**src/rtl/iap_pkg.sv**
```systemverilog
package iap_pkg;
  typedef enum logic {ST_IDLE, ST_WAIT} iapState_e;

  typedef struct packed {
    logic busy;
    logic launch;
    logic finish;
    logic capture;
  } iapStrobes_t;

  localparam int unsigned SEL_STATUS  = 0;
  localparam int unsigned SEL_ADDR    = 1;
  localparam int unsigned SEL_DATA0   = 2;
  localparam int unsigned ST_BUSY_BIT = 0;
  localparam int unsigned ST_GRST_BIT = 1;
  localparam int unsigned ST_CRST_BIT = 2;
endpackage

```
**src/rtl/iap_ctrl.sv**
```systemverilog
module iap_ctrl
  import iap_pkg::*;
#(
  parameter int unsigned SEL_W = 3
) (
  input  logic             clk,
  input  logic             rstN,
  input  logic             hostWrEn,
  input  logic [SEL_W-1:0] hostSel,
  input  logic             bankAck,
  input  logic             isWrite,
  output iapStrobes_t      strobes
);
  iapState_e state;
  logic addrWr;

  assign addrWr = hostWrEn && (hostSel == SEL_W'(SEL_ADDR));

  always_comb begin
    strobes.busy    = (state == ST_WAIT);
    strobes.launch  = (state == ST_IDLE) && addrWr;
    strobes.finish  = (state == ST_WAIT) && bankAck;
    strobes.capture = strobes.finish && !isWrite;
  end

  always_ff @(posedge clk or negedge rstN) begin
    if (!rstN) begin
      state <= ST_IDLE;
    end else begin
      case (state)
        ST_IDLE: if (addrWr) state <= ST_WAIT;
        ST_WAIT: if (bankAck) state <= ST_IDLE;
        default: state <= ST_IDLE;
      endcase
    end
  end

  AST_BUSY_HOLDS: assert property (@(posedge clk) disable iff (!rstN)
    (strobes.busy && !bankAck) |=> strobes.busy);
  AST_BUSY_DROPS: assert property (@(posedge clk) disable iff (!rstN)
    (strobes.busy && bankAck) |=> !strobes.busy);
  AST_NO_RELAUNCH: assert property (@(posedge clk) disable iff (!rstN)
    strobes.busy |-> !strobes.launch);
endmodule

```
**src/rtl/iap_datapath.sv**
```systemverilog
module iap_datapath
  import iap_pkg::*;
#(
  parameter int unsigned DATA_W   = 16,
  parameter int unsigned NUM_DATA = 4,
  parameter int unsigned ADDR_W   = 8,
  parameter int unsigned SEL_W    = 3
) (
  input  logic                       clk,
  input  logic                       rstN,
  input  logic                       hostWrEn,
  input  logic [SEL_W-1:0]           hostSel,
  input  logic [DATA_W-1:0]          hostWrData,
  output logic [DATA_W-1:0]          hostRdData,
  input  iapStrobes_t                strobes,
  input  logic [DATA_W-1:0]          bankRdData,
  output logic                       bankWrite,
  output logic [ADDR_W-2:0]          bankAddr,
  output logic [NUM_DATA*DATA_W-1:0] bankWrData,
  output logic                       globalRstN,
  output logic                       codecRstN
);
  localparam int unsigned RD_BIT = ADDR_W - 1;

  logic [ADDR_W-1:0] addrReg;
  logic [DATA_W-1:0] dataRegs [NUM_DATA];
  logic [1:0]        rstBits;
  logic [DATA_W-1:0] statusWord;
  logic              statusWr;

  assign statusWr = hostWrEn && (hostSel == SEL_W'(SEL_STATUS));

  always_ff @(posedge clk or negedge rstN) begin
    if (!rstN) begin
      addrReg <= '0;
    end else if (strobes.launch) begin
      addrReg <= hostWrData[ADDR_W-1:0];
    end
  end

  always_ff @(posedge clk or negedge rstN) begin
    if (!rstN) begin
      rstBits <= '0;
    end else if (statusWr) begin
      rstBits <= hostWrData[ST_CRST_BIT:ST_GRST_BIT];
    end
  end

  always_ff @(posedge clk or negedge rstN) begin
    if (!rstN) begin
      for (int i = 0; i < NUM_DATA; i++) dataRegs[i] <= '0;
    end else begin
      for (int i = 0; i < NUM_DATA; i++) begin
        if (i == 0 && strobes.capture) begin
          dataRegs[i] <= bankRdData;
        end else if (hostWrEn && !strobes.busy &&
                     hostSel == SEL_W'(SEL_DATA0 + i)) begin
          dataRegs[i] <= hostWrData;
        end
      end
    end
  end

  for (genvar g = 0; g < NUM_DATA; g++) begin : gPayload
    assign bankWrData[g*DATA_W +: DATA_W] = dataRegs[g];
  end

  assign bankWrite  = !addrReg[RD_BIT];
  assign bankAddr   = addrReg[ADDR_W-2:0];
  assign globalRstN = rstBits[0];
  assign codecRstN  = rstBits[1];

  always_comb begin
    statusWord = '0;
    statusWord[ST_BUSY_BIT] = strobes.busy;
    statusWord[ST_GRST_BIT] = rstBits[0];
    statusWord[ST_CRST_BIT] = rstBits[1];
  end

  always_comb begin
    hostRdData = '0;
    if (hostSel == SEL_W'(SEL_STATUS)) hostRdData = statusWord;
    if (hostSel == SEL_W'(SEL_ADDR))   hostRdData = DATA_W'(addrReg);
    for (int i = 0; i < NUM_DATA; i++) begin
      if (hostSel == SEL_W'(SEL_DATA0 + i)) hostRdData = dataRegs[i];
    end
  end

  AST_ADDR_FROZEN: assert property (@(posedge clk) disable iff (!rstN)
    strobes.busy |=> $stable(addrReg));
  AST_PAYLOAD_STABLE: assert property (@(posedge clk) disable iff (!rstN)
    (strobes.busy && !strobes.finish) |=> $stable(bankWrData));
endmodule

```
**src/rtl/iap_port.sv**
```systemverilog
module iap_port
  import iap_pkg::*;
#(
  parameter int unsigned DATA_W   = 16,
  parameter int unsigned NUM_DATA = 4,
  parameter int unsigned ADDR_W   = 8,
  localparam int unsigned SEL_W   = $clog2(NUM_DATA + 2)
) (
  input  logic                       clk,
  input  logic                       rstN,
  input  logic                       hostWrEn,
  input  logic [SEL_W-1:0]           hostSel,
  input  logic [DATA_W-1:0]          hostWrData,
  output logic [DATA_W-1:0]          hostRdData,
  output logic                       bankReq,
  output logic                       bankWrite,
  output logic [ADDR_W-2:0]          bankAddr,
  output logic [NUM_DATA*DATA_W-1:0] bankWrData,
  input  logic                       bankAck,
  input  logic [DATA_W-1:0]          bankRdData,
  output logic                       globalRstN,
  output logic                       codecRstN
);
  iapStrobes_t strobes;

  iap_ctrl #(.SEL_W(SEL_W)) u_ctrl (
    .clk(clk), .rstN(rstN), .hostWrEn(hostWrEn), .hostSel(hostSel),
    .bankAck(bankAck), .isWrite(bankWrite), .strobes(strobes)
  );

  iap_datapath #(
    .DATA_W(DATA_W), .NUM_DATA(NUM_DATA), .ADDR_W(ADDR_W), .SEL_W(SEL_W)
  ) u_dp (
    .clk(clk), .rstN(rstN), .hostWrEn(hostWrEn), .hostSel(hostSel),
    .hostWrData(hostWrData), .hostRdData(hostRdData), .strobes(strobes),
    .bankRdData(bankRdData), .bankWrite(bankWrite), .bankAddr(bankAddr),
    .bankWrData(bankWrData), .globalRstN(globalRstN), .codecRstN(codecRstN)
  );

  assign bankReq = strobes.busy;

  AST_REQ_KEEPS_ADDR: assert property (@(posedge clk) disable iff (!rstN)
    (bankReq && !bankAck) |=> (bankReq && $stable(bankAddr) && $stable(bankWrite)));
endmodule

```
**config.mk**
```make
export PLATFORM = sky130hd
export DESIGN_NAME = iap_port
export DESIGN_NICKNAME = d
export VERILOG_FILES = /design/src/rtl/iap_pkg.sv /design/src/rtl/iap_ctrl.sv /design/src/rtl/iap_datapath.sv /design/src/rtl/iap_port.sv
export SDC_FILE = /design/constraint.sdc
export NUM_CORES = 1
export LEC_CHECK = 0
export ABC_AREA = 1
export BUFFER_PORTS_ARGS = -buffer_cell sky130_fd_sc_hd__buf_2
export CAP_MARGIN = 25
export CORE_MARGIN = 4
export CORE_UTILIZATION = 45
export DETAILED_ROUTE_END_ITERATION = 6
export MAX_ROUTING_LAYER = met4
export PLACE_DENSITY_LB_ADDON = 0.1
export SLEW_MARGIN = 20
export SYNTH_ARGS = -nofsm -noshare
export SYNTH_HDL_FRONTEND = slang
export SYNTH_SLANG_ARGS = --single-unit
```
**constraint.sdc**
```tcl
create_clock -name clk -period 3.67 [get_ports clk]
set_input_delay 0.1835 -clock clk [delete_from_list [all_inputs] [get_ports clk]]
set_output_delay 0.1835 -clock clk [all_outputs]
set_load 0.02 [all_outputs]
```
==> flow_summary.toml <==
[status]
status = "complete, no violations"

[clock_tree]
cts_resized = 0
path_clk_slew_ps = 80
htreeDepth = 3
root_buffer = "clkbuf_8"
cts_buffer_depth = 2
numClockSinks = 75
cts_buffers = 9
hold_buffers = 1
clock_latency_ps = 350
postCtsSetupBuffers = 0
cts_tree = "yes"

[sta]
fmax_mhz = 557
relSlewSlack = 0.438
slew_violations = 0
hold_viol = 0
rsz0062_at_grt = "false"
setup_viol = 0
tns_ps = 0
post-route-period-util = 0.490
tightest_slew_ps = 841
fin_crit_ps = 1800
clock_skew_ps = 8.44

[setup_path]
worstPathMaxFanout = 17
crit_path_end_kind = "output port"
crit_path_max_incr_delay_ps = 660
worstPathRequired_ps = 3490
path_class = "input pin to output port"
r2r-start = "u_ctrl.state$_DFF_PN0_"
path_cells = "buf_2 > inv_4 > nor3_4 > nand2_1 > nand4_1 > buf_2"
crit_path_frequent_cell = "buf_2"
setup.worst_path.start = "hostSel[2]"
crit_path_top_delay_cell = "nor3_4"
critPathLaunchType = "input pin"
ff2ff_path_depth = 3
cp.arrival_ps = 1610

[finish]
final_cell_area_sq_mm = 0.00465
area_growth_pct = 20.8
layout-drive-gt1-share = 0.314
layout.nets = 626
final_cell_mix = "139 x nand2_1, 129 x buf_2, 75 x dfrtp_1"
nFillCells = 848
mostFrequentLayoutCell = "nand2_1"
n_antenna_cell = 0

[power_and_ir_drop]
leakage_nw = 2.52
p_per_area_mw_per_mm2 = 591
ir_worst_vdd_mv = 0.275

[placement]
dp_hpwl_mm = 8.06
placed_area_sq_mm = 0.00440
portBuffers = 129
globalplace.congestion = 0.835

[die]
pin_count = 130
initial_core_util = 0.466
rows = 33
core-area_sq_mm = 0.00826
die_y_microns = 100
die_x_microns = 100
dieArea_sq_mm = 0.0101

[global_routing]
gr-total-overflow = 0
grt_pass1_wl_mm = 17.5
antenna_found_initial = 0
track_usage = 0.230
grt_max_degree = 40
grt_pass1_vias = 3389

[routing]
drcViolationCount = 0
wl_mm = 11.0
ant_nets = 0
firstDrtPassIters = 5
wire_per_inst_microns = 15.8
via_count = 3434
vias_per_cell = 4.93
drt_iter0_markers = 162

[logic_synthesis]
synth.distinct_cells = 23
synth_top_area_share = 0.488
syn_nets = 512
netlist_instances = 473
synthesis.area_sq_mm = 0.00385
ys_seq_elements = 75
synth_area_per_cell_sq_um = 8.13
yosysWarnings = 0
synthTopCellsByArea = "dfrtp_1 49%, nand2_1 14%, inv_1 5.8%"
ys_seq_area_frac = 0.488
yosysTopAreaCell = "dfrtp_1"

[worst_hold_path]
hold_depth = 2
hp-start = "bankAck"
min_path_type = "input pin to flop"

[flow_run]
drv_cap = 0
[sequential cells by signal, summed over array words and instances, names as in the netlist]
signal           flops
u_dp.rstBits         2
u_ctrl.state         1
u_dp.bankWrData     64
u_dp.addrReg         8
[synth_stat cells]
master	count
nand2_1	139
dfrtp_1	75
inv_1	59
o21ai_0	32
nor2_1	27
o21ai_2	25
o21ai_1	24
a21oi_1	20
nand3_1	20
buf_4	13
buf_6	10
nand4_1	7
buf_2	3
clkbuf_1	3
nor3_1	3
inv_2	2
nand2_2	2
nand2_4	2
nor2_4	2
nor3_4	2
inv_4	1
nand3_2	1
nand3_4	1
[per-stage QoR]
step                      total power (W)   util  setup slack [ps]  cells  hold slack [ps]
after detailed placement          0.00210  0.532              1380    679              372
after global routing              0.00291  0.563              1720    697             43.9
after CTS                         0.00277  0.559              1360    696             22.4
final                             0.00275  0.563              1870    697             40.4
after global placement            0.00208  0.532              1530    679              357
after floorplan                   0.00176      -              2330    473             -112
[report_power, final]
part           internal [W]  leakage (nW)  switching [W]
Clock              0.000339        0.0995       0.000333
Combinational      0.000298          1.51       0.000593
Sequential          0.00102         0.917       0.000166
[worst max-delay path, delay by kind of cell]
| family | cells | cell delay (ps) |
|---|---|---|
| buf+inv | 3 | 510 |
| simple gates | 3 | 910 |
[routing by layer]
| metal | global-route usage | up-vias | wire (microns) | part of all wire |
|---|---|---|---|---|
| met5 | - | - | 0 | 0 |
| met1 | 0.288 | 1602 | 4630 | 0.42 |
| met2 | 0.382 | 98 | 5560 | 0.50 |
| met3 | 0.0436 | 12 | 680 | 0.062 |
| li1 | - | 1722 | - | - |
| met4 | 0.0694 | 0 | 153 | 0.014 |
[area by class of cell]
cell class                 instances  area (sq um)  share of cell area
clock buffer                      10           138              0.0296
clock inverter                     6          71.3              0.0153
inverter                          62           235              0.0506
multi-input combinational        307          1510               0.325
sequential                        75          1880               0.404
tap                              105           131              0.0283
timing repair buffer             132           683               0.147
[cell families (layout without fill, tap and decap cells)]
family / after synthesis / after routing / share of synthesized area
simple gates: 206 / 206 / 0.234
flops: 75 / 75 / 0.488
buf+inv: 91 / 210 / 0.123
compound gates: 101 / 101 / 0.156
[path summary, 6_finish.rpt]
path	slack, ps	to
max in group asynchronous	2340	u_dp.bankWrData[7]$_DFFE_PN0P_
max	1870	hostRdData[11]
max reg2reg	1940	u_dp.bankWrData[7]$_DFFE_PN0P_
min in group asynchronous	290	u_dp.rstBits[0]$_DFFE_PN0P_
min	40	u_ctrl.state$_DFF_PN0_
min reg2reg	520	u_dp.bankWrData[34]$_DFFE_PN0P_
Note: power is estimated with default switching activity, not from simulation.
